$ cat src/rtl/dram_rfsh_pkg.sv
package dram_rfsh_pkg;

   typedef enum logic [1:0] {
      PH_PAUSE = 2'd0,
      PH_INIT  = 2'd1,
      PH_RUN   = 2'd2
   } phase_e;

   function automatic longint unsigned div_ceil(input longint unsigned num,
                                                input longint unsigned den);
      return (num + den - 1) / den;
   endfunction

endpackage

$ cat src/rtl/dram_rfsh_timer.sv
module dram_rfsh_timer #(
   parameter int unsigned PERIOD = 2
) (
   input  logic clk,
   input  logic rst,
   input  logic en,
   output logic expire
);
   localparam int unsigned W = (PERIOD > 1) ? $clog2(PERIOD) : 1;
   localparam logic [W-1:0] LAST = W'(PERIOD - 1);

   if (PERIOD < 2) begin : g_bad_period
      $error("dram_rfsh_timer: PERIOD must be at least 2");
   end

   logic [W-1:0] cnt;

   assign expire = en && (cnt == LAST);

   always_ff @(posedge clk) begin
      if (rst || !en)   cnt <= '0;
      else if (expire)  cnt <= '0;
      else              cnt <= cnt + 1'b1;
   end

   // no expiry can occur in the first enabled cycle
   a_r5_no_early_expire: assert property (@(posedge clk) disable iff (rst)
      !en |=> !expire);

endmodule

$ cat src/rtl/dram_rfsh_backlog.sv
module dram_rfsh_backlog #(
   parameter int unsigned LIMIT = 8,
   parameter int unsigned W     = 6
) (
   input  logic clk,
   input  logic rst,
   input  logic en,
   input  logic tick,
   input  logic take,
   output logic pending,
   output logic overflow
);
   localparam logic [W-1:0] MAXV = {W{1'b1}};
   localparam logic [W-1:0] LIMV = W'(LIMIT);

   if (((2 ** W) - 1) <= LIMIT) begin : g_bad_width
      $error("dram_rfsh_backlog: W too narrow to hold LIMIT+1");
   end

   logic [W-1:0] cnt, cnt_nxt;
   logic         accept;

   assign accept  = take && (cnt != '0);
   assign pending = (cnt != '0);

   always_comb begin
      cnt_nxt = cnt;
      if (!en) begin
         cnt_nxt = '0;
      end else begin
         unique case ({tick, accept})
            2'b10:   if (cnt != MAXV) cnt_nxt = cnt + 1'b1;
            2'b01:   cnt_nxt = cnt - 1'b1;
            default: cnt_nxt = cnt;
         endcase
      end
   end

   always_ff @(posedge clk) begin
      if (rst) begin
         cnt      <= '0;
         overflow <= 1'b0;
      end else begin
         cnt <= cnt_nxt;
         if (cnt_nxt > LIMV) overflow <= 1'b1;
      end
   end

   a_r6_tick_raises: assert property (@(posedge clk) disable iff (rst)
      en && tick && !take |=> pending);
   a_r6_idle_holds: assert property (@(posedge clk) disable iff (rst)
      en && !tick && !take |=> $stable(cnt));
   a_r7_err_sticky: assert property (@(posedge clk) disable iff (rst)
      overflow |=> overflow);

endmodule

$ cat src/rtl/dram_rfsh_sched.sv
module dram_rfsh_sched
   import dram_rfsh_pkg::*;
#(
   parameter int unsigned CLK_HZ        = 50_000_000,
   parameter int unsigned PAUSE_US      = 200,
   parameter int unsigned INIT_CYCLES   = 8,
   parameter int unsigned ROWS          = 1024,
   parameter int unsigned RETENTION_US  = 16_000,
   parameter int unsigned BACKLOG_LIMIT = 8
) (
   input  logic clk,
   input  logic rst,
   input  logic rfsh_ack,
   output logic rfsh_req,
   output logic init_done,
   output logic backlog_err
);
   localparam longint unsigned PAUSE_L =
      div_ceil(longint'(CLK_HZ) * longint'(PAUSE_US), 64'd1_000_000);
   localparam longint unsigned INTV_L =
      (longint'(CLK_HZ) * longint'(RETENTION_US)) / (longint'(ROWS) * 64'd1_000_000);
   localparam int unsigned PAUSE_CYC = int'(PAUSE_L);
   localparam int unsigned INTV_CYC  = int'(INTV_L);
   localparam int unsigned INIT_W    = $clog2(INIT_CYCLES + 1);
   localparam int unsigned BL_W      = $clog2(BACKLOG_LIMIT + 1) + 2;
   localparam logic [INIT_W-1:0] INIT_LAST = INIT_W'(INIT_CYCLES - 1);

   if (INIT_CYCLES < 1) begin : g_bad_init
      $error("dram_rfsh_sched: INIT_CYCLES must be at least 1");
   end
   if (INTV_L < 2) begin : g_bad_interval
      $error("dram_rfsh_sched: clock too slow for the refresh interval");
   end

   phase_e            phase, phase_nxt;
   logic [INIT_W-1:0] init_cnt;
   logic              pause_end, interval_end, owed, taken;

   dram_rfsh_timer #(.PERIOD(PAUSE_CYC)) u_pause (
      .clk    (clk),
      .rst    (rst),
      .en     (phase == PH_PAUSE),
      .expire (pause_end)
   );

   dram_rfsh_timer #(.PERIOD(INTV_CYC)) u_interval (
      .clk    (clk),
      .rst    (rst),
      .en     (phase == PH_RUN),
      .expire (interval_end)
   );

   dram_rfsh_backlog #(.LIMIT(BACKLOG_LIMIT), .W(BL_W)) u_backlog (
      .clk      (clk),
      .rst      (rst),
      .en       (phase == PH_RUN),
      .tick     (interval_end),
      .take     (rfsh_ack),
      .pending  (owed),
      .overflow (backlog_err)
   );

   assign rfsh_req  = (phase == PH_INIT) || ((phase == PH_RUN) && owed);
   assign init_done = (phase == PH_RUN);
   assign taken     = rfsh_req && rfsh_ack;

   always_comb begin
      phase_nxt = phase;
      unique case (phase)
         PH_PAUSE: if (pause_end) phase_nxt = PH_INIT;
         PH_INIT:  if (taken && init_cnt == INIT_LAST) phase_nxt = PH_RUN;
         default:  phase_nxt = PH_RUN;
      endcase
   end

   always_ff @(posedge clk) begin
      if (rst) begin
         phase    <= PH_PAUSE;
         init_cnt <= '0;
      end else begin
         phase <= phase_nxt;
         if (phase == PH_INIT && taken) init_cnt <= init_cnt + 1'b1;
      end
   end

   a_r2_quiet_pause: assert property (@(posedge clk) disable iff (rst)
      phase == PH_PAUSE |-> !rfsh_req);
   a_r3_done_on_ack: assert property (@(posedge clk) disable iff (rst)
      $rose(init_done) |-> $past(rfsh_req && rfsh_ack));
   a_r8_done_holds: assert property (@(posedge clk) disable iff (rst)
      init_done |=> init_done);
   a_r3_req_in_init: assert property (@(posedge clk) disable iff (rst)
      $rose(rfsh_req) && !init_done |-> $past(phase == PH_PAUSE));

endmodule

$ cat config.mk
export PLATFORM = sky130hd
export DESIGN_NAME = dram_rfsh_sched
export DESIGN_NICKNAME = d
export VERILOG_FILES = /design/src/rtl/dram_rfsh_pkg.sv /design/src/rtl/dram_rfsh_timer.sv /design/src/rtl/dram_rfsh_backlog.sv /design/src/rtl/dram_rfsh_sched.sv
export SDC_FILE = /design/constraint.sdc
export NUM_CORES = 1
export LEC_CHECK = 0
export CORE_AREA = 8 8 68 70
export CTS_CLUSTER_SIZE = 12
export DETAILED_ROUTE_END_ITERATION = 10
export DIE_AREA = 0 0 76 78
export PLACE_DENSITY = 0.73
export SLEW_MARGIN = 20
export SYNTH_ARGS = -nofsm -noshare
export SYNTH_HDL_FRONTEND = slang
export SYNTH_SLANG_ARGS = --single-unit
$ cat constraint.sdc
create_clock -name clk -period 3.4 [get_ports clk]
set_input_delay 0.51 -clock clk [delete_from_list [all_inputs] [get_ports clk]]
set_output_delay 0.51 -clock clk [all_outputs]
set_load 0.01 [all_outputs]
==> results of run 1 <==
[synth_stat cells, types with 3 or more instances]
master,number
dfxtp_1,37
nor2_1,38
o21ai_0,3
buf_2,4
nor3_1,3
a31oi_1,7
nand2_1,14
and2_1,4
ha_1,9
o211ai_1,3
nand4_1,8
nand3_1,14
and3_1,6
inv_1,14
a21oi_1,5
nor2b_1,6
and4_1,3
xor2_1,15
xnor2_1,7
[worst max-delay path: stages (launching register included)]
cell and delay [ns]:
dfxtp_1 0.45, nor3_1 0.35, nand3_1 0.18, and2_1 0.21
ha_1 0.45, or3b_1 0.41, mux2_2 0.27, a31oi_1 0.21
a21oi_1 0.06, o211ai_1 0.08
[layer usage]
layer,part of all wire,track usage,up-vias,wire length [µm]
met1,0.48,0.1542,714,1672
met2,0.46,0.1928,47,1580
li1,-,-,824,-
met3,0.049,0.03571,4,168
met4,0.0081,0.05686,0,28
met5,0,0,-,0
[power groups by stage]
stage / sequential [mW] / clock [mW] / combinational (mW)
floorplan: 0.449 / 0 / 0.0104
finish: 0.439 / 0.310 / 0.0129
global placement: 0.449 / 0 / 0.0133
detailed placement: 0.449 / 0 / 0.0135
global route: 0.440 / 0.344 / 0.0158
CTS: 0.439 / 0.326 / 0.0134
[layout make-up]
| class | count | area [µm²] |
|---|---|---|
| fill | 308 | 1446 |
| clock buffer | 7 | 55.05 |
| timing repair buffer | 6 | 57.56 |
| multi-input combinational | 174 | 1109 |
| inverter | 14 | 52.55 |
| sequential | 37 | 740.7 |
| clock inverter | 1 | 30.03 |
| tap | 48 | 60.06 |
[sequential cells by signal, summed over array words and instances, names as in the netlist]
| register | cells |
|---|---|
| u_pause.cnt | 14 |
| u_interval.cnt | 10 |
| u_backlog.cnt | 6 |
| init_cnt | 4 |
| phase | 2 |
| u_backlog.overflow | 1 |
[through the flow]
stage	area (µm²)	instances	hold WS, ns	total power, mW	util
after detailed placement	2019	279	0.4554	0.4628	0.5687
after global placement	2019	279	0.4468	0.4624	0.5687
final	2105	287	0.4706	0.7626	0.5927
after floorplan	1948	233	0.4299	0.4591	-
after global routing	2105	287	0.4983	0.8005	0.5927
after CTS	2105	287	0.4805	0.7785	0.5927
[cell families (layout without fill, tap and decap cells)]
family	count (synthesis)	count (layout)	synth area share
multiplexers	1	1	0.005780
adder cells (fa/ha/maj)	9	9	0.05780
flip-flops	37	37	0.3802
AO/OA/AOI/OAI	30	30	0.1079
XOR/XNOR	22	22	0.09891
buffers and inverters	22	28	0.05074
AND/OR/NAND/NOR	112	112	0.2987
[worst min path at each step]
stage                           endpoint  slack (ns)  cells after the start
2_1_floorplan  u_pause.cnt[0]$_SDFF_PP0_        0.43                      1
6_report       u_pause.cnt[0]$_SDFF_PP0_        0.47                      1
3_5_place_dp   u_pause.cnt[0]$_SDFF_PP0_        0.46                      1
5_1_grt        u_pause.cnt[0]$_SDFF_PP0_        0.50                      1
4_1_cts        u_pause.cnt[0]$_SDFF_PP0_        0.48                      1
3_3_place_gp   u_pause.cnt[0]$_SDFF_PP0_        0.45                      1
==> run metrics, run 1 <==
Synth Register Bits=37; Initial DRC Count=about 220; DRC=0; pwr dens=around 360 nW/µm²; min-delay worst type=flip-flop to flip-flop; CP arrival=around 3 ns; worst vdd ir=0.2585 mV; Worst Setup End Kind=flip-flop; Detailed Route WL=approximately 3500 µm; H-tree depth=2; worst skew pair latency=0.33 ns; first-pass GRT wire length=6237 µm; core area=about 3600 µm²; internal power=0.6172 mW; Setup CP Type=flip-flop to flip-flop; distinct cell type count after synthesis=48; largest net degree at the start of global routing=15; area share of the largest cell type after synthesis=0.3802; fin crit share=0.8090; total global routing overflow=0; Mapped Nets=between 200 and 250; clk root buf=clkbuf_4; Seq pwr share=0.576; HPWL Detailed=about 2500 µm; FFs w/ async S/R, synth=0; synthesized cell area=between 1500 and 2000 µm²; row count=22; r2r setup slk=about 0.65 ns; Critical Path RT=3.67 ns; switching share of power=0.1906; Via density=~5.5; Synth area leader=dfxtp_1; hold_sp=u_pause.cnt[0]$_SDFF_PP0_; max-slew violations=0; CP startpoint=u_backlog.cnt[3]$_SDFF_PP0_; Yosys warnings=0; syn_area_per_cell=8.361 µm²; setup violators final=0; Die X-Extent=76 µm; postcts setup bufs=0; antenna viol nets, final=0; Worst Skew=0.008253 ns; Die Ht=78 µm; Max Fclk=363.6 MHz; Sink Count=37; Max-Slew Margin vs Limit=0.6776; starting density of the core=0.5486; port buffer count=5; Pre-Repair DR Iteration Count=4; Worst Setup EP=u_backlog.overflow$_SDFFE_PP0N_; Layout Area Growth over Synthesis=8.028%; clk buf depth=2; setup_tns=0 ns; CTS resizes=0; post-synthesis sequential area ratio=0.3802; Top Ports=6; Max Cap Viol=0; Worst setup SP type=flip-flop; reg2reg start=u_backlog.cnt[3]$_SDFF_PP0_; outcome=completed; ranking of synthesized cells by area=dfxtp_1 38%, nor2_1 7.3%, xor2_1 6.7%; Least-Margin Pin Slew=0.4823 ns; Post-synth EDFFs=0; NetSw=0.1454 mW; most frequent cells in the layout=38 x nor2_1, 37 x dfxtp_1, 15 x xor2_1; share of cells above drive strength 1=0.05021; Reg2Reg Depth=9; wire length per cell=12.02 µm; clock power share=0.407; initial antenna violation count=0; CTS tree=done; vias in the first global route=1430; most common cell after layout, fill and taps aside=nor2_1; Die ar.=5928 µm²; RR Endpoint=u_backlog.overflow$_SDFFE_PP0N_; Layout Nets=250; Combinational Power Share=0.017; Synth Flop Type=dfxtp_1; Syn Inst Count=233; # hold bufs at CTS=0; routability cong.=0.9243; diodes inserted=0; leakage=0.7782 nW; CP max FO=13; Final WS setup=0.6494 ns; TritonCTS Buffers=5; total track usage=0.1238; RSZ-0062 raised after global routing=false; Place WS=0.6748 ns; Final min period=roughly 2.8 ns; clk slew on worst S/H paths=~0.11 ns; Final Hold Fails=0; via count=1589
(Power assumes the default switching activity.)
==> inputs of run 2 (changes only) <==
==> constraint.sdc (replaced) <==
create_clock -name clk -period 2.85 [get_ports clk]
set_input_delay 0.4275 -clock clk [delete_from_list [all_inputs] [get_ports clk]]
set_output_delay 0.4275 -clock clk [all_outputs]
set_load 0.01 [all_outputs]
==> run metrics, run 2 (synthesis gave the netlist of run 1 again) <==
Least-Margin Pin Slew=0.5397 ns (was 0.4823 ns); Max Fclk=388.0 MHz (was 363.6 MHz); # fillers=311 (was 308); diodes inserted=0 (unchanged); CP arrival=2.79 ns (was 3.02 ns); setup_tns=0 ns (unchanged); Place WS=0.2542 ns (was 0.6748 ns); clk root buf=clkbuf_4 (unchanged); routability cong.=0.9658 (was 0.9243); slowest CP cell=dfxtp_1 (unchanged); CP max FO=9 (was 13); H-tree depth=2 (unchanged); worst path cell trace=inv_1 -> ha_1 -> nand3_1 -> and2_1 -> inv_1 -> ha_1 -> nor2b_1 -> a32oi_1 -> a31oi_1 -> nor4_1 -> o211ai_1 (was nor3_1 -> nand3_1 -> and2_1 -> ha_1 -> or3b_1 -> mux2_2 -> a31oi_1 -> a21oi_1 -> o211ai_1); row count=22 (unchanged); postcts setup bufs=0 (unchanged); Worst Setup End Kind=flip-flop (unchanged); Layout Nets=255 (was 250); WHS=0.4797 ns (was 0.4706 ns); max-slew violations=0 (unchanged); starting density of the core=0.5486 (unchanged); clk slew on worst S/H paths=0.11 ns (about the same); CP startpoint=u_backlog.cnt[1]$_SDFF_PP0_ (was u_backlog.cnt[3]$_SDFF_PP0_); Max Cap Viol=0 (unchanged); core area=3551 µm² (unchanged); Sink Count=37 (unchanged); max reg flops=14 (unchanged); TritonCTS Buffers=5 (unchanged); utilization after layout=0.6043 (was 0.5927); Worst setup SP type=flip-flop (unchanged); outcome=completed (unchanged); Max-Slew Margin vs Limit=0.6393 (was 0.6776); Worst Skew=0.001393 ns (was 0.008253 ns); CTS tree=done (unchanged); Final WS setup=0.2726 ns (was 0.6494 ns); Pre-Repair DR Iteration Count=5 (was 4); total track usage=0.1363 (was 0.1238); wire length per cell=12.74 µm (was 12.02 µm); antenna viol nets, final=0 (unchanged); DRC=0 (unchanged); leakage=0.8031 nW (was 0.7782 nW); Critical Path RT=3.07 ns (was 3.67 ns); Setup CP Type=flip-flop to flip-flop (unchanged); RSZ-0062 raised after global routing=false (unchanged); worst skew pair latency=0.34 ns (was 0.33 ns); # hold bufs at CTS=0 (unchanged); vias in the first global route=1525 (was 1430); largest net degree at the start of global routing=15 (unchanged); CTS resizes=0 (unchanged); Reg2Reg Depth=11 (was 9); clk buf depth=2 (unchanged); share of cells above drive strength 1=0.07377 (was 0.05021); Biggest register=u_pause.cnt (unchanged); Die ar.=5928 µm² (unchanged); r2r setup slk=0.27 ns (was 0.65 ns); first-pass GRT wire length=6837 µm (was 6237 µm); Final Hold Fails=0 (unchanged); Final min period=2.577 ns (was 2.751 ns); Initial DRC Count=255 (was 216); Worst Setup EP=u_backlog.overflow$_SDFFE_PP0N_ (unchanged); most common cell after layout, fill and taps aside=nor2_1 (unchanged); via count=1650 (was 1589); RR Endpoint=u_backlog.overflow$_SDFFE_PP0N_ (unchanged); port buffer count=5 (unchanged); total global routing overflow=0 (unchanged); fin crit share=0.9044 (was 0.8090); Via density=5.651 (was 5.537); initial antenna violation count=0 (unchanged); worst vdd ir=0.2763 mV (was 0.2585 mV); Die X-Extent=76 µm (unchanged); pwr dens=428.8 nW/µm² (was 362.4 nW/µm²); most frequent cells in the layout=38 x nor2_1, 37 x dfxtp_1, 15 x xor2_1 (unchanged); Top Ports=6 (unchanged); top flop regs=u_pause.cnt: 14 flops, u_interval.cnt: 10 flops, u_backlog.cnt: 6 flops (unchanged); Detailed Route WL=3720 µm (was 3450 µm); Die Ht=78 µm (unchanged); HPWL Detailed=2691 µm (was 2473 µm); Layout Area Growth over Synthesis=10.15% (was 8.028%); min-delay worst type=flip-flop to flip-flop (unchanged); slowest stage delay, CP=0.52 ns (was 0.45 ns); reg2reg start=u_backlog.cnt[1]$_SDFF_PP0_ (was u_backlog.cnt[3]$_SDFF_PP0_); Pwr Total=0.9201 mW (was 0.7626 mW); setup violators final=0 (unchanged)
==> run 2: cell types whose count changed in the layout (fill, tap and decap cells not counted), sizes merged <==
cell / before / now
clkinvlp: 0 / 1
clkbuf: 7 / 6
buf: 1 / 6
==> run 2: final cells by class <==
cell class,instances,area [µm²],share of cell area
Inverter,14,52.55,0.02449
Tap cell,48,60.06,0.02799
Clock inverter,2,37.54,0.01749
Timing Repair Buffer,11,95.09,0.04431
Multi-Input combinational cell,174,1109,0.5166
Sequential cell,37,740.7,0.3452
Clock buffer,6,51.30,0.02391
==> run 2: how the worst min path moves through the flow <==
stage                                   start  depth (start not counted)  slack, ns                        end
floorplan           u_pause.cnt[0]$_SDFF_PP0_                          1       0.43  u_pause.cnt[0]$_SDFF_PP0_
global placement    u_pause.cnt[0]$_SDFF_PP0_                          1       0.45  u_pause.cnt[0]$_SDFF_PP0_
detailed placement  u_pause.cnt[0]$_SDFF_PP0_                          1       0.46  u_pause.cnt[0]$_SDFF_PP0_
CTS                 u_pause.cnt[0]$_SDFF_PP0_                          1       0.49  u_pause.cnt[0]$_SDFF_PP0_
global route        u_pause.cnt[0]$_SDFF_PP0_                          1       0.52  u_pause.cnt[0]$_SDFF_PP0_
finish              u_pause.cnt[0]$_SDFF_PP0_                          1       0.48  u_pause.cnt[0]$_SDFF_PP0_
==> run 2: routing by layer <==
layer,wire (µm),track usage,part of all wire,vias up
met3,227,0.03456,0.061,12
met2,1729,0.2177,0.46,60
met4,106,0.06471,0.028,0
met5,0,0,0,-
met1,1657,0.1676,0.45,753
li1,-,-,-,825
==> run 2: through the flow <==
| step | instances | instance area (µm²) |
|---|---|---|
| 2_1_floorplan | 233 | 1948 |
| 3_3_place_gp | 284 | 2057 |
| 3_5_place_dp | 284 | 2057 |
| 4_1_cts | 292 | 2146 |
| 5_1_grt | 292 | 2146 |
| 6_report | 292 | 2146 |
==> run 2: worst max-delay path: cells and delay by family (launching register included) <==
kind | cells | cell delay (ns)
AO/OA/AOI/OAI | 3 | 0.50
buffers and inverters | 2 | 0.17
adder cells (fa/ha/maj) | 2 | 0.50
flip-flops | 1 | 0.52
AND/OR/NAND/NOR | 4 | 0.75
==> run 2: power by group <==
part           total (mW)  switching [mW]  internal, mW  leakage [nW]
registers           0.524         0.00344         0.521         0.298
clock network       0.381           0.172         0.208        0.0445
logic              0.0153         0.00897       0.00634         0.460
==> inputs of run 3 (changes only) <==
--- a/config.mk
+++ b/config.mk
@@ -5,11 +5,13 @@
 export SDC_FILE = /design/constraint.sdc
 export NUM_CORES = 1
 export LEC_CHECK = 0
-export CORE_AREA = 8 8 68 70
+export CELL_PAD_IN_SITES_DETAIL_PLACEMENT = 2
+export CELL_PAD_IN_SITES_GLOBAL_PLACEMENT = 2
+export CORE_AREA = 8 8 82 84
 export CTS_CLUSTER_SIZE = 12
 export DETAILED_ROUTE_END_ITERATION = 10
-export DIE_AREA = 0 0 76 78
-export PLACE_DENSITY = 0.73
+export DIE_AREA = 0 0 90 92
+export PLACE_DENSITY = 0.76
 export SLEW_MARGIN = 20
 export SYNTH_ARGS = -nofsm -noshare
 export SYNTH_HDL_FRONTEND = slang
==> run metrics, run 3 (synthesis gave the netlist of run 1 again) <==
Reg2Reg Depth=10 (was 11); antenna viol nets, final=0 (unchanged); # hold bufs at CTS=0 (unchanged); Top Ports=6 (unchanged); CP max FO=8 (was 9); leakage=0.8457 nW (was 0.8031 nW); routability cong.=0.8381 (was 0.9658); CTS tree=done (unchanged); RSZ-0062 raised after global routing=false (unchanged); row count=27 (was 22); first-pass GRT wire length=9087 µm (was 6837 µm); Die X-Extent=90 µm (was 76 µm); top flop regs=u_pause.cnt: 14 flops, u_interval.cnt: 10 flops, u_backlog.cnt: 6 flops (unchanged); port buffer count=5 (unchanged); Sink Count=37 (unchanged); slowest stage delay, CP=0.33 ns (was 0.52 ns); Pre-Repair DR Iteration Count=4 (was 5); internal power=0.8131 mW (was 0.7354 mW); diodes inserted=0 (unchanged); Seq pwr share=0.514 (was 0.570); Combinational Power Share=0.017 (about the same); min-delay worst type=flip-flop to flip-flop (unchanged); RR Endpoint=u_backlog.overflow$_SDFFE_PP0N_ (unchanged); largest net degree at the start of global routing=15 (unchanged); clk slew on worst S/H paths=0.08 ns (was 0.11 ns); CP arrival=2.83 ns (was 2.79 ns); Final min period=2.616 ns (was 2.577 ns); postcts setup bufs=0 (unchanged); Final Hold Fails=0 (unchanged); hold endpoint=u_pause.cnt[0]$_SDFF_PP0_ (unchanged); share of cells above drive strength 1=0.1000 (was 0.07377); Setup CP Type=flip-flop to flip-flop (unchanged); total global routing overflow=0 (unchanged); Max Cap Viol=0 (unchanged); setup violators final=0 (unchanged); Pwr Total=1.019 mW (was 0.9201 mW); Detailed Route WL=5260 µm (was 3720 µm); Worst Skew=0.008557 ns (was 0.001393 ns); Initial DRC Count=50 (was 255); slowest CP cell=nor3_1 (was dfxtp_1); Max Fclk=382.3 MHz (was 388.0 MHz); HPWL Detailed=3888 µm (was 2691 µm); clk root buf=clkbuf_8 (was clkbuf_4); TritonCTS Buffers=5 (unchanged); pwr dens=451.8 nW/µm² (was 428.8 nW/µm²); core area=5405 µm² (was 3551 µm²); initial antenna violation count=0 (unchanged); Biggest register=u_pause.cnt (unchanged); GR Util met1=0.1610 (was 0.1676); WHS Path Cells=1 (unchanged); Worst setup SP type=flip-flop (unchanged); switching share of power=0.2023 (was 0.2008); max-slew violations=0 (unchanged); Buf+Inv Stages, Crit Path=1 (was 2); most frequent cells in the layout=38 x nor2_1, 37 x dfxtp_1, 15 x xor2_1 (unchanged); via count=1719 (was 1650); Via density=5.339 (was 5.651); met3 Use GR=0.02445 (was 0.03456); Least-Margin Pin Slew=0.5163 ns (was 0.5397 ns); worst skew pair latency=0.29 ns (was 0.34 ns); clock power share=0.469 (was 0.414); Layout Area Growth over Synthesis=15.80% (was 10.15%); Die ar.=8280 µm² (was 5928 µm²); DRC=0 (unchanged); total track usage=0.1337 (was 0.1363); Layout Nets=261 (was 255); starting density of the core=0.3604 (was 0.5486); r2r setup slk=0.23 ns (was 0.27 ns); vias in the first global route=1845 (was 1525); global-route track usage on met2=0.2337 (was 0.2177); reg2reg start=u_backlog.cnt[2]$_SDFF_PP0_ (was u_backlog.cnt[1]$_SDFF_PP0_); worst path cell trace=nor3_1 -> nand3_1 -> and2_1 -> ha_2 -> buf_4 -> or3b_1 -> mux2_2 -> a31oi_1 -> a21oi_1 -> o211ai_1 (was inv_1 -> ha_1 -> nand3_1 -> and2_1 -> inv_1 -> ha_1 -> nor2b_1 -> a32oi_1 -> a31oi_1 -> nor4_1 -> o211ai_1); wire length per cell=16.34 µm (was 12.74 µm); NetSw=0.2062 mW (was 0.1847 mW); max reg flops=14 (unchanged); Top delay family on crit path=simple AND/OR/NAND/NOR gates (unchanged); setup_tns=0 ns (unchanged); fin crit share=0.9178 (was 0.9044); Worst Setup End Kind=flip-flop (unchanged); worst vdd ir=0.2610 mV (was 0.2763 mV); H-tree depth=2 (unchanged); clk buf depth=2 (unchanged); GRT busiest layer=met2 (unchanged); most common cell after layout, fill and taps aside=nor2_1 (unchanged); Max-Slew Margin vs Limit=0.6558 (was 0.6393); Die Ht=92 µm (was 78 µm); outcome=completed (unchanged); Critical Path RT=3.07 ns (about the same); hold_sp=u_pause.cnt[0]$_SDFF_PP0_ (unchanged)
run 3: worst max path at each step:
stage,slack [ns],start,end,depth (start not counted)
after detailed placement,0.13,rfsh_ack,u_backlog.overflow$_SDFFE_PP0N_,8
after floorplan,0.40,u_backlog.cnt[3]$_SDFF_PP0_,u_backlog.overflow$_SDFFE_PP0N_,11
final,0.23,u_backlog.cnt[2]$_SDFF_PP0_,u_backlog.overflow$_SDFFE_PP0N_,10
after global placement,0.20,rfsh_ack,u_backlog.overflow$_SDFFE_PP0N_,8
after global routing,0.04,u_interval.cnt[0]$_SDFF_PP0_,u_backlog.overflow$_SDFFE_PP0N_,12
after CTS,0.15,u_backlog.cnt[2]$_SDFF_PP0_,u_backlog.overflow$_SDFFE_PP0N_,9
run 3: cell type report:
class / instances / area, µm²
Clock buffer: 7 / 86.33
Clock inverter: 1 / 30.03
Fill cell: 608 / 3149
Inverter: 14 / 52.55
Multi-Input combinational cell: 174 / 1116
Sequential cell: 37 / 740.7
Tap cell: 72 / 90.09
Timing Repair Buffer: 17 / 140.1
run 3: what timing repair did:
action / 4_1_cts / 5_1_grt
hold endpoints to repair: 0 / 0
setup endpoints to repair: 0 / 2
gates resized for setup: 0 / 2
run 3: power groups by stage:
stage	registers, mW	clock network (mW)	logic [mW]
6_report	0.524	0.478	0.0175
5_1_grt	0.524	0.511	0.0203
4_1_cts	0.524	0.497	0.0181
3_5_place_dp	0.536	0	0.0178
3_3_place_gp	0.536	0	0.0172
2_1_floorplan	0.535	0	0.0124
run 3: metrics by stage:
step / worst slack [ns] / hold WS, ns / std cells / utilization / cell area, µm²
4_1_cts: 0.1504 / 0.4863 / 322 / 0.4160 / 2248
3_3_place_gp: 0.2039 / 0.4446 / 314 / 0.3944 / 2132
3_5_place_dp: 0.1317 / 0.4685 / 314 / 0.3944 / 2132
2_1_floorplan: 0.4040 / 0.4299 / 233 / - / 1948
5_1_grt: 0.03736 / 0.5326 / 322 / 0.4174 / 2256
6_report: 0.2343 / 0.4747 / 322 / 0.4174 / 2256
run 3: routing by layer:
| metal | share of wire | routed length (µm) |
|---|---|---|
| met1 | 0.46 | 2420 |
| met2 | 0.51 | 2689 |
| met3 | 0.015 | 81 |
| met4 | 0.013 | 68 |
| met5 | 0 | 0 |
